$ cat config.mk
export PLATFORM = sky130hd
export DESIGN_NAME = branch_trace_serializer
export DESIGN_NICKNAME = d
export VERILOG_FILES = /design/src/rtl/bts_pkg.sv /design/src/rtl/bts_clkdiv.sv /design/src/rtl/bts_len_enc.sv /design/src/rtl/bts_ref_reg.sv /design/src/rtl/branch_trace_serializer.sv
export SDC_FILE = /design/constraint.sdc
export NUM_CORES = 1
export LEC_CHECK = 0
export BUFFER_PORTS_ARGS = -buffer_cell sky130_fd_sc_hd__buf_2
export CAP_MARGIN = 20
export CORE_UTILIZATION = 52
export DETAILED_ROUTE_END_ITERATION = 8
export GPL_TIMING_DRIVEN = 0
export PLACE_DENSITY = 0.75
export SLEW_MARGIN = 20
export SYNTH_ARGS = -nofsm -noshare
export SYNTH_HDL_FRONTEND = slang
export SYNTH_SLANG_ARGS = --single-unit
$ cat constraint.sdc
create_clock -name clk -period 3 [get_ports clk]
set_input_delay 0.15 -clock clk [delete_from_list [all_inputs] [get_ports clk]]
set_output_delay 0.15 -clock clk [all_outputs]
set_load 0.1 [all_outputs]
$ cat src/rtl/bts_pkg.sv
package bts_pkg;

    localparam int unsigned TRC_NIB_W = 4;
    localparam int unsigned TRC_NIBS  = 8;
    localparam int unsigned TRC_IDX_W = $clog2(TRC_NIBS);

    localparam logic [TRC_NIB_W-1:0] IDLE_PAT = 4'b0011;
    localparam logic [1:0]           HDR_TAG  = 2'b10;

    typedef logic [1:0] size_code_t;

    typedef enum logic [1:0] {
        ST_IDLE = 2'd0,
        ST_HEAD = 2'd1,
        ST_BODY = 2'd2
    } tx_state_t;

    typedef struct packed {
        logic [1:0] tag;
        size_code_t code;
    } hdr_t;

    // Index of the last nibble for a size code: 0, 1, 3 or nibs-1.
    function automatic int unsigned last_index(size_code_t c, int unsigned nibs);
        int unsigned r;
        case (c)
            2'b00:   r = 0;
            2'b01:   r = 1;
            2'b10:   r = 3;
            default: r = nibs - 1;
        endcase
        return r;
    endfunction

endpackage

$ cat src/rtl/bts_clkdiv.sv
module bts_clkdiv (
    input  logic clk,
    input  logic rst,
    output logic phase,
    output logic tick
);
    always_ff @(posedge clk) begin
        if (rst) phase <= 1'b0;
        else     phase <= ~phase;
    end

    // The port updates on the edge where phase returns to 0.
    assign tick = phase;
endmodule

$ cat src/rtl/bts_len_enc.sv
module bts_len_enc
    import bts_pkg::*;
#(
    parameter int unsigned NIB_W  = TRC_NIB_W,
    parameter int unsigned ADDR_W = TRC_NIB_W * TRC_NIBS
) (
    input  logic [ADDR_W-1:0] addr,
    input  logic [ADDR_W-1:0] ref_addr,
    input  logic              ref_ok,
    output size_code_t        code
);
    localparam int unsigned NUM_SHORT = 3;

    logic [NUM_SHORT-1:0] match;

    for (genvar g = 0; g < NUM_SHORT; g++) begin : g_cmp
        localparam int unsigned LO = NIB_W << g;
        assign match[g] = (addr[ADDR_W-1:LO] == ref_addr[ADDR_W-1:LO]);
    end

    always_comb begin
        if (!ref_ok)        code = 2'b11;
        else if (match[0])  code = 2'b00;
        else if (match[1])  code = 2'b01;
        else if (match[2])  code = 2'b10;
        else                code = 2'b11;
    end
endmodule

$ cat src/rtl/bts_ref_reg.sv
module bts_ref_reg #(
    parameter int unsigned ADDR_W = 32
) (
    input  logic              clk,
    input  logic              rst,
    input  logic              load,
    input  logic [ADDR_W-1:0] din,
    output logic [ADDR_W-1:0] ref_q,
    output logic              ref_ok
);
    always_ff @(posedge clk) begin
        if (rst) begin
            ref_q  <= '0;
            ref_ok <= 1'b0;
        end else if (load) begin
            ref_q  <= din;
            ref_ok <= 1'b1;
        end
    end
endmodule

$ cat src/rtl/branch_trace_serializer.sv
module branch_trace_serializer
    import bts_pkg::*;
#(
    parameter int unsigned NIB_W = TRC_NIB_W,
    parameter int unsigned NIBS  = TRC_NIBS
) (
    input  logic                   clk,
    input  logic                   rst,
    input  logic                   br_valid,
    input  logic [NIB_W*NIBS-1:0]  br_addr,
    output logic                   br_ready,
    output logic                   trc_clk,
    output logic                   trc_sync,
    output logic [NIB_W-1:0]       trc_data
);
    localparam int unsigned ADDR_W = NIB_W * NIBS;
    localparam int unsigned IDX_W  = $clog2(NIBS);

    logic                        tick;
    tx_state_t                   st;
    logic [NIBS-1:0][NIB_W-1:0]  cur;
    logic [IDX_W-1:0]            idx, last_idx, nxt_idx, new_last;
    logic                        sync_q;
    logic [NIB_W-1:0]            data_q;
    logic [ADDR_W-1:0]           ref_q, eff_ref;
    logic                        ref_ok, eff_ok;
    logic                        last_now, accept, finish;
    size_code_t                  code;
    hdr_t                        hdr;

    bts_clkdiv u_div (
        .clk   (clk),
        .rst   (rst),
        .phase (trc_clk),
        .tick  (tick)
    );

    assign last_now = (st == ST_BODY) && (idx == last_idx);
    assign br_ready = tick && ((st == ST_IDLE) || last_now);
    assign accept   = br_valid && br_ready;
    assign finish   = tick && last_now;

    // A packet completing on this edge is the reference for a new header.
    assign eff_ref  = last_now ? ADDR_W'(cur) : ref_q;
    assign eff_ok   = last_now | ref_ok;

    bts_len_enc #(.NIB_W(NIB_W), .ADDR_W(ADDR_W)) u_enc (
        .addr     (br_addr),
        .ref_addr (eff_ref),
        .ref_ok   (eff_ok),
        .code     (code)
    );

    bts_ref_reg #(.ADDR_W(ADDR_W)) u_ref (
        .clk    (clk),
        .rst    (rst),
        .load   (finish),
        .din    (ADDR_W'(cur)),
        .ref_q  (ref_q),
        .ref_ok (ref_ok)
    );

    assign hdr.tag  = HDR_TAG;
    assign hdr.code = code;
    assign nxt_idx  = idx + 1'b1;
    assign new_last = IDX_W'(last_index(code, NIBS));

    always_ff @(posedge clk) begin
        if (rst) begin
            st       <= ST_IDLE;
            sync_q   <= 1'b1;
            data_q   <= IDLE_PAT;
            cur      <= '0;
            idx      <= '0;
            last_idx <= '0;
        end else if (tick) begin
            if (accept) begin
                st       <= ST_HEAD;
                sync_q   <= 1'b1;
                data_q   <= NIB_W'(hdr);
                cur      <= br_addr;
                idx      <= '0;
                last_idx <= new_last;
            end else begin
                case (st)
                    ST_HEAD: begin
                        st     <= ST_BODY;
                        sync_q <= 1'b0;
                        data_q <= cur[0];
                        idx    <= '0;
                    end
                    ST_BODY: begin
                        if (idx == last_idx) begin
                            st     <= ST_IDLE;
                            sync_q <= 1'b1;
                            data_q <= IDLE_PAT;
                        end else begin
                            idx    <= nxt_idx;
                            data_q <= cur[nxt_idx];
                        end
                    end
                    default: begin
                        sync_q <= 1'b1;
                        data_q <= IDLE_PAT;
                    end
                endcase
            end
        end
    end

    assign trc_sync = sync_q;
    assign trc_data = data_q;
endmodule

Word-level counts from Yosys, hierarchy flattened

Index checks and enable logic that the tools add are counted.

Register bits after elaboration: 79
Input bits: 35
Output and inout bits: 7
Word-level logic and storage cells: 62

Add/sub/neg operators: 1
$lt $le $gt $ge: 1
Eq/ne operators: 10
Muxes and demuxes: 20
Bitwise logic cells: 2
Reductions and logical operators: 12

Operators with widths:

| operator                                                             | count |
|---|---|
| 32-bit 2-to-1 mux                                                    | 1 |
| 28-bit == test                                                       | 1 |
| 24-bit == test                                                       | 1 |
| 16-bit == test                                                       | 1 |
| 4-bit binary-select mux with 3-bit select                            | 1 |
| 4-bit 2-to-1 mux                                                     | 3 |
| 2-bit 2-to-1 mux                                                     | 5 |
| 3-bit case mux with 3 select lines                                   | 1 |
| 4-bit case mux with 2 select lines                                   | 1 |
| 3-bit 2-to-1 mux                                                     | 2 |
| 3-bit case mux with 2 select lines                                   | 1 |
| 3-bit AND reduction                                                  | 2 |
| 2-bit by 1-bit == test with 1-bit output, second input constant      | 2 |
| 2-bit == test, second input constant                                 | 2 |
| 1-bit logical AND                                                    | 4 |
| 2-bit logical NOT                                                    | 2 |
| 3-bit by 4-bit < comparator with 1-bit output, second input constant | 1 |
| 2-bit case mux with 2 select lines                                   | 1 |
| 2-bit AND reduction                                                  | 2 |
| 3-bit by 1-bit adder with 3-bit output, second input constant        | 1 |
| 3-bit == test                                                        | 1 |
| 1-bit 2-to-1 mux                                                     | 3 |
| 3-bit by 2-bit != test with 1-bit output, second input constant      | 1 |
| 3-bit != test, second input constant                                 | 1 |
| other kinds (5)                                                      | 5 |

Longest topological paths before layout

Gate-level depths: netlist of the first run.

Depth in word-level cells: 10
Gate-level depth with buffers: 12
Mapped depth without buffers: 9

By module

Synthesis of the first run repeated with hierarchy kept, for this count alone.

Cell total of the unflattened synthesis: 434
Area, all modules: 4091.4 um2

By module, submodules not included:

| module                  | instances | cells an instance | area each (um2) | sequential area each (um2) |
|---|---|---|---|---|
| branch_trace_serializer | 1         | 285               | 2541.2          | 900.9 |
| bts_ref_reg             | 1         | 107               | 1197.4          | 660.6 |
| bts_len_enc             | 1         | 39                | 321.6           | 0.0 |
| bts_clkdiv              | 1         | 3                 | 31.3            | 20.0 |

Worst setup path before layout of the first run

Ideal clock, no wire load.

Path type: register to register
Start point: register st[0]
End point: register cur[11] (netlist name)
Library setup time: 0.070 ns
Arrival: 3.293 ns
Required time: 2.930 ns
Path slack: -0.364 ns
Stages on the path, launching flop included: 13
Path buffers: 4
Period minus slack after synthesis: 3.364 ns
Cell sequence: dfxtp_1 -> inv_1 -> ha_1 -> inv_1 -> nor4b_1 -> clkbuf_1 -> o21a_1 -> and2_1 -> clkbuf_1 -> clkbuf_1 -> clkbuf_1 -> nand2_1 -> a21oi_1

Cells in the longest elaborated chain, start to end: 6
Elaborated cells between the ends (all ways): 7
Those cells by class: eq/ne: 1; reduce/logical: 6

Ends and longest elaborated chain:

| element                                  | RTL line                      | source |
|---|---|---|
| start: declaration                       | branch_trace_serializer.sv:20 | `tx_state_t st;` |
| start signal: assignment                 | branch_trace_serializer.sv:70 | `st <= ST_IDLE;` |
| start signal: assignment                 | branch_trace_serializer.sv:78 | `st <= ST_HEAD;` |
| start signal: assignment                 | branch_trace_serializer.sv:87 | `st <= ST_BODY;` |
| 2-bit == test                            | branch_trace_serializer.sv:38 | `assign last_now = (st == ST_BODY) && (idx == last_idx);` |
| 1-bit logical AND                        | branch_trace_serializer.sv:38 |  |
| 1-bit logical OR (*)                     | branch_trace_serializer.sv:39 | `assign br_ready = tick && ((st == ST_IDLE) \|\| last_now);` |
| 1-bit logical AND (*)                    | branch_trace_serializer.sv:39 |  |
| named net br_ready                       | branch_trace_serializer.sv:11 | `output logic br_ready,` |
| 1-bit logical AND (*)                    | branch_trace_serializer.sv:40 | `assign accept = br_valid && br_ready;` |
| 2-bit AND reduction (no source line) (*) | --                            |  |
| end signal: assignment                   | branch_trace_serializer.sv:81 | `cur <= br_addr;` |
| end: declaration                         | branch_trace_serializer.sv:21 | `logic [NIBS-1:0][NIB_W-1:0] cur;` |

Mark *: on every way through the listed nets, which the timed path passes. The rest lies on a longest branch.
A chain may end at the register's enable or synchronous reset.

Worst setup path after layout of the first run

Start point: register st[1]
End point: register data_q[1], in the netlist trc_data[1]

Cells in the longest elaborated chain, start to end: 8
Elaborated cells between the ends (all ways): 16
Those cells by class: eq/ne: 4; mux: 6; bitwise: 1; reduce/logical: 5

Ends and longest elaborated chain:

| element                | RTL line                                                     | source |
|---|---|---|
| 2-bit == test          | branch_trace_serializer.sv:38, branch_trace_serializer.sv:85 |  |
| 1-bit logical AND      | branch_trace_serializer.sv:38                                |  |
| 32-bit 2-to-1 mux      | branch_trace_serializer.sv:44                                | `assign eff_ref = last_now ? ADDR_W'(cur) : ref_q;` |
| 24-bit == test         | bts_len_enc.sv:18                                            | `assign match[g] = (addr[ADDR_W-1:LO] == ref_addr[ADDR_W-1:LO]);` |
| 2-bit 2-to-1 mux       | bts_len_enc.sv:24                                            | `else if (match[1]) code = 2'b01;` |
| 2-bit 2-to-1 mux       | bts_len_enc.sv:23                                            | `else if (match[0]) code = 2'b00;` |
| 2-bit 2-to-1 mux       | bts_len_enc.sv:22                                            | `if (!ref_ok) code = 2'b11;` |
| 4-bit 2-to-1 mux (*)   | branch_trace_serializer.sv:77                                | `if (accept) begin` |
| end signal: assignment | branch_trace_serializer.sv:80                                | `data_q <= NIB_W'(hdr);` |
| end signal: assignment | branch_trace_serializer.sv:89                                | `data_q <= cur[0];` |
| end signal: assignment | branch_trace_serializer.sv:99                                | `data_q <= cur[nxt_idx];` |
| end: declaration       | branch_trace_serializer.sv:24                                | `logic [NIB_W-1:0] data_q;` |

Mark *: on every way between the ends. The rest lies on a longest branch, timed or not.

==> results.md, run 1 <==
- Synth cell types: between 40 and 50
- CP Data Arrival Time: ~3.4 ns
- Diodes inserted: 0
- CP Cell Sequence: ha_4 > inv_6 > or4b_4 > buf_12 > mux2i_4 > xnor2_2 > or4_4 > or4_4 > a211o_1
- DRT Pass-1 Iters: 5
- Critical path fanouts, max: 8
- Clk_lat worst skew: roughly 0.36 ns
- Final worst setup slack: -0.119 ns
- CTS Buf Count: 9
- CP max stage delay: 0.56 ns
- Core area: between 7000 and 8000 um2
- Final wirelength: between 10 and 15 mm
- Placed inst area: approximately 4200 um2
- Post-CTS Hold Fix Bufs: 0
- Clock sink total: 75
- Slew Limit Fails: 0
- Commonest cells post-synth: 113 x nand2_1, 75 x dfxtp_1, 71 x a21oi_1
- Die area: 7760 um2
- Peak VDD IR: ~340 uV
- Initial antenna violation count: 0
- Overall routing resource usage: about a third
- Vias: roughly 3.8k
- First-pass GRT wire length: roughly 18 mm
- Cell mode on critical path: or4_4
- Pin count of the biggest net entering global routing: 14
- Post-synth top area share: between 30% and 40%
- Dpl hpwl: around 8.2 mm
- Tcrit/Tclk final: 104%
- Row count: 31
- Layout Area Growth over Synthesis: 19.1%
- Die Span X: between 80 and 90 um
- Final ANT Viol Nets: 0
- Final Critical Period: around 3.1 ns
- WL per Instance: 17.9 um
- Clock Pin Slew Worst Setup and Hold Paths: about 0.080 ns
- Die height: 88.1 um
- Post-Syn Area: just under 4000 um2
- Worst-Margin Slew: 0.760 ns
- Port bufs: 40
- Count leader, synth: nand2_1
- Startpoint Class: flip-flop
- Post-synthesis net count: about 520
- # nets final: 581
- Vias in the first global route: about 3.6k
- Share of cells above drive strength 1: ~17%
- Setup TNS: -0.231 ns
- Synth Area per Inst: just under 8 um2
- Final setup skew: 0.00505 ns
- Initial Util: approximately 53%
- Number of synthesized flops with an enable pin: 0
- Power density over cell area: 520 nW/um2
- Sequential share of the synthesized area: between 30% and 40%
- DRC violations left: 0
- Buf/Inv on CP: 2
- Ys Warns: 0
- Critical path class: reg2reg
- Crit path capture type: flip-flop
- Hold violation count in the final report: 0
- Routability cong.: 0.920
- CTS max path bufs: 2
- RSZ-0062 raised after global routing: true
- Iter 0 DRT Violations: 300
- CP required: ~3.3 ns
- Primary FF master, synth: dfxtp_1
- CP max-delay cell: or4_4
- Failing checks: negative setup slack
- Fin area: between 4000 and 5000 um2
- Post-synthesis async set-or-reset flop share: 0%
- Root buffer cell: clkbuf_8
- Area leader, netlist: dfxtp_1
- Synth top area cells: dfxtp_1 39%, nand2_1 11%, a21oi_1 9.2%
- Status: finished with violations
- I/O pin cnt: 42
- #FFs+latches synth: 75
- H-tree levels: 3
- Final setup violation count: 3
- TritonCTS clock tree: yes
- P_leak: between 1.5 and 2 nW
- Hold Path Class: in2reg
- Max-Cap Viols: 0
- Cells after Synth: 485
- Slew HR: 49.3%
- FMAX: 0.321 GHz
- Largest delay share family, worst path: simple AND/OR/NAND/NOR gates
- Global route total overflow: 0
- Via-per-instance ratio: 5.91
[path summary, 6_finish.rpt]
check                                     start  depth (start not counted)               to  slack (ns)
worst max register to register            st[1]                          9      trc_data[1]       -0.12
worst max-delay path                      st[1]                          9      trc_data[1]       -0.12
worst min-delay path                 br_addr[2]                          3           cur[2]        0.02
worst min register to register  u_ref.ref_q[26]                          2  u_ref.ref_q[26]        0.46
[tightest hold or removal path, delay by kind of cell]
kind / cells / cell delay [ns]
buffers and inverters: 1 / 0.10
and+or+nand+nor: 1 / 0.04
AOI/OAI and AO/OA: 1 / 0.05
[final cells by class]
class                      count  area, um2
clock buffer                   9        124
multi-input combinational    361       2250
clock inverter                 7        116
inverter                      16       65.1
fill                         649       2620
tap                           99        124
buffer                        32        148
sequential                    75       1510
timing repair buffer          47        253
[placed cells by master (no fill, tap or decap), types with 12 or more instances in the layout]
cell type | netlist | routed
nand3_1 | 31 | 31
nor2_1 | 21 | 21
clkbuf_1 | 28 | 26
dfxtp_1 | 75 | 71
a21oi_1 | 71 | 71
mux2i_1 | 14 | 12
xnor2_1 | 15 | 13
buf_2 | 0 | 40
inv_1 | 16 | 14
nand2_1 | 113 | 113
xor2_1 | 20 | 19
[flip-flops by register name, summed over array words and instances, names as in the netlist]
| signal | cells |
|---|---|
| trc_data | 4 |
| st | 2 |
| u_div.phase | 1 |
| trc_sync | 1 |
| idx | 3 |
| u_ref.ref_q | 28 |
| cur | 32 |
| last_idx | 3 |
| u_ref.ref_ok | 1 |
[cells by family after synthesis]
group	Yosys count	synth area share [%]
AO/OA/AOI/OAI	111	16.4
XOR/XNOR	35	7.95
adder cells (fa/ha/maj)	4	1.30
buffers and inverters	49	5.16
flip-flops	75	38.9
multiplexers	23	8.70
AND/OR/NAND/NOR	188	21.6
[metal layers]
layer	vias to the layer above	track usage, %	wire length (um)
met5	-	0	0
met4	0	15.1	385
met3	36	5.94	790
met2	174	50.3	5350
met1	1817	41.7	5040
li1	1788	-	-
[per-stage QoR]
| stage | hold slack [ns] | setup WS [ns] | utilization (%) | cells | power [W] |
|---|---|---|---|---|---|
| detailed placement | 0.396 | -0.636 | 58.3 | 624 | 0.00143 |
| global placement | 0.392 | -0.600 | 58.3 | 624 | 0.00142 |
| floorplan | 0.286 | 0.00639 | - | 485 | 0.00131 |
| CTS | 0.0187 | -0.113 | 62.4 | 643 | 0.00237 |
| global route | 0.0316 | -0.173 | 63.6 | 646 | 0.00247 |
| finish | 0.0202 | -0.119 | 63.6 | 646 | 0.00239 |
[timing repair]
action,CTS,global route
endpoints found under the setup margin,71,14
gates resized for setup,10,13
pin swaps,2,7
setup buffers,3,4
[power breakdown]
part,switching (W),total (W),leakage [nW],internal [W]
combinational,0.000250,0.000372,0.946,0.000123
sequential,0.0000374,0.00106,0.610,0.00103
clock,0.000399,0.000950,0.119,0.000551
No activity file was read; power rests on OpenSTA's default activity.
==> run 2, diff against run 1 <==
Clock period 3 ns to 2.8 ns, I/O delays scaled along.
==> run 2 against run 1 <==
Register-to-register slack lost 0.16 ns. Via count grew 1.0%. Final cell count grew 0.15%. Global-route usage grew 0.38 points. Critical endpoint unchanged. Sequential share of layout area grew 0.26 points. Wire length grew 1.7%. Clock-buffer cell count is the same. Setup slack lost 0.16 ns. Hold slack lost 0.0025 ns. Critical path depth grew 1. Clock power shrank 0.4%. The run still ends with negative setup slack left. Combinational power grew 8.1%.
==> results.md, run 2 (synthesized netlist as in run 1, its figures left out) <==
- RSZ-0062 raised after global routing: true
- WL per Instance: 18.2 um (+1.6%)
- P_leak: 1.67 nW (-0.60%)
- Final setup violation count: 4 (+1)
- Met1 Usage GRT: 40.5% (-1.2 points)
- Flip-flop count of the largest register after layout: 32 (unchanged)
- CP Cell Sequence: inv_2 > ha_4 > inv_4 > or4b_4 > buf_12 > mux2i_4 > xnor2_2 > or4_1 > or4_4 > a211o_1
- Iter 0 DRT Violations: 382 (+27%)
- Port bufs: 40 (unchanged)
- Most common cell after layout, fill and taps aside: nand2_1
- Root buffer cell: clkbuf_8
- Final Core Density: 63.2% (-0.40 points)
- CTS Buf Count: 9 (unchanged)
- CP required: 3.05 ns (-0.20 ns)
- Vias in the first global route: 3587 (+0.25%)
- Clock share of power: 38.0% (-1.8 points)
- Global route total overflow: 0 (unchanged)
- Core area: 7210 um2 (unchanged)
- Dpl hpwl: 8.28 mm (+0.92%)
- Final setup skew: 0.00727 ns (+0.00223 ns)
- Hold violation count in the final report: 0 (unchanged)
- CTS max path bufs: 2 (unchanged)
- Startpoint Class: flip-flop
- Met2 track demand over resource: 51.7% (+1.4 points)
- CP max stage delay: 0.56 ns (about the same)
- Crit path capture type: flip-flop
- Critical path fanouts, max: 8 (unchanged)
- Initial antenna violation count: 0 (unchanged)
- Row count: 31 (unchanged)
- Share of cells above drive strength 1: 17.2% (+0.15 points)
- R2r endpoint: trc_data[1]
- Peak VDD IR: 347 uV (+2.7%)
- Die height: 88.1 um (unchanged)
- Initial Util: 53.4% (unchanged)
- First-pass GRT wire length: 18.2 mm (-0.90%)
- CP Data Arrival Time: 3.32 ns (-0.05 ns)
- Failing checks: negative setup slack
- Diodes inserted: 0 (unchanged)
- Final wirelength: 11.8 mm (+1.7%)
- Pin count of the biggest net entering global routing: 15 (+1)
- Slew Limit Fails: 0 (unchanged)
- Worst-Margin Slew: 0.651 ns (-0.109 ns)
- Final Critical Period: 3.08 ns (-0.0435 ns)
- Die area: 7760 um2 (unchanged)
- Multi-input logic area: 2230 um2 (-1.1%)
- NetSw: 0.000748 W (+9.0%)
- Vias: 3855 (+1.0%)
- Sequential cell area: 1510 um2 (+0.17%)
- DRT Pass-1 Iters: 6 (+1)
- Power share of the sequential group: 45.8% (+1.2 points)
- Fillcell total: 658 (+1.4%)
- Biggest register: cur
- Final ANT Viol Nets: 0 (unchanged)
- Via-per-instance ratio: 5.96 (+0.89%)
- Routability cong.: 0.926 (+0.66%)
- Overall routing resource usage: 32.1% (+0.38 points)
- Combinational fraction of design power: 16.2% (+0.6 points)
- Sw Share: 30.1% (+1.3 points)
- Final Power: 0.00249 W (+4.2%)
- Clock Pin Slew Worst Setup and Hold Paths: 0.08 ns (about the same)
- Most used routing layer: met2
- Status: finished with violations
- H-tree levels: 3 (unchanged)
- Pint: 0.00174 W (+2.3%)
- I/O pin cnt: 42 (unchanged)
- Clock sink total: 75 (unchanged)
- Grt met3 use: 7.54% (+1.6 points)
- Critical path class: reg2reg
- Setup WS pre-CTS: -0.956 ns (-0.320 ns)
- Crit path capture: trc_data[1]
- Reg2Reg Setup Slack: -0.28 ns (-0.16 ns)
- Reg-to-Reg Start: st[0]
- Layout Area Growth over Synthesis: 18.3%
- Power density over cell area: 545 nW/um2 (+4.9%)
- Max-Cap Viols: 0 (unchanged)
- Die Span X: 88.1 um (unchanged)
- CP Launch Point: st[0]
- Tcrit/Tclk final: 110% (+5.9 points)
- Post-CTS Hold Fix Bufs: 0 (unchanged)
- Slew HR: 56.6% (+7.2 points)
- TritonCTS clock tree: yes
- Final worst setup slack: -0.275 ns (-0.157 ns)
- CP max-delay cell: or4_4
- Hold Path Class: in2reg
- # nets final: 582 (+0.17%)
- DRC violations left: 0 (unchanged)
- FMAX: 0.325 GHz (+1.4%)
- Worst r2r path cells: 10 (+1)
- Commonest cells after routing, fill and taps aside: 113 x nand2_1, 71 x a21oi_1, 71 x dfxtp_1
- Clk_lat worst skew: 0.35 ns (about the same)
-- run 2: changes by cell type in the layout (fill, tap and decap cells not counted), sizes merged --
| cell | previous run | this run |
|---|---|---|
| buf | 51 | 53 |
| bufinv | 3 | 2 |
| clkbuf | 37 | 36 |
| clkinv | 3 | 2 |
| clkinvlp | 1 | 2 |
| inv | 16 | 17 |
-- run 2: worst min path at each step --
stage,depth (start not counted),slack [ns],end,startpoint
floorplan,2,0.28,cur[25],br_addr[25]
global placement,3,0.38,cur[2],br_addr[2]
detailed placement,3,0.39,cur[1],br_addr[1]
CTS,3,0.02,cur[1],br_addr[1]
global route,3,0.03,cur[1],br_addr[1]
finish,3,0.02,cur[1],br_addr[1]
-- run 2: per-stage QoR --
| stage | instance area [um2] | hold WS, ns | TNS, ns | instances |
|---|---|---|---|---|
| finish | 4560 | 0.0177 | -0.732 | 647 |
| global route | 4560 | 0.0286 | -1.11 | 647 |
| CTS | 4520 | 0.0197 | -1.17 | 646 |
| detailed placement | 4210 | 0.392 | -33.55 | 624 |
| global placement | 4210 | 0.381 | -30.94 | 624 |
| floorplan | 3890 | 0.276 | -0.344 | 485 |
-- run 2: routing by layer --
layer	wire [um]	vias to the layer above	share of wire (%)
met5	0	-	0
met4	385	0	3.3
met3	1090	37	9.3
met2	5600	203	48
met1	4690	1821	40
li1	-	1794	-
-- run 2: power groups by stage --
stage,clock (W),sequential (W),combinational [W]
2_1_floorplan,0,0.00119,0.000212
3_3_place_gp,0,0.00116,0.000364
3_5_place_dp,0,0.00116,0.000370
4_1_cts,0.000947,0.00114,0.000389
5_1_grt,0.000997,0.00114,0.000430
6_report,0.000946,0.00114,0.000402
-- run 2: area by class of cell --
type	instances	area share (%)
clock inverters	7	2.22
flip-flops and latches	75	33.1
repair buffers	48	5.70
inverters	16	1.37
multi-input cells	361	48.8
plain buffers	32	3.29
clock buffers	9	2.72
well taps	99	2.72
-- run 2: critical path, delay by kind of cell (launching register included) --
family,cells,cell delay (ns)
AND/OR/NAND/NOR,3,1.60
flip-flops,1,0.33
buffers and inverters,3,0.28
AO/OA/AOI/OAI,1,0.27
multiplexers,1,0.18
XOR/XNOR,1,0.16
adder cells (fa/ha/maj),1,0.15
-- run 2: repair_timing --
item                       CTS  global route
setup buffers                7             1
pin swaps                    3             3
setup endpoints to repair   75            16
gates resized for setup     13             9
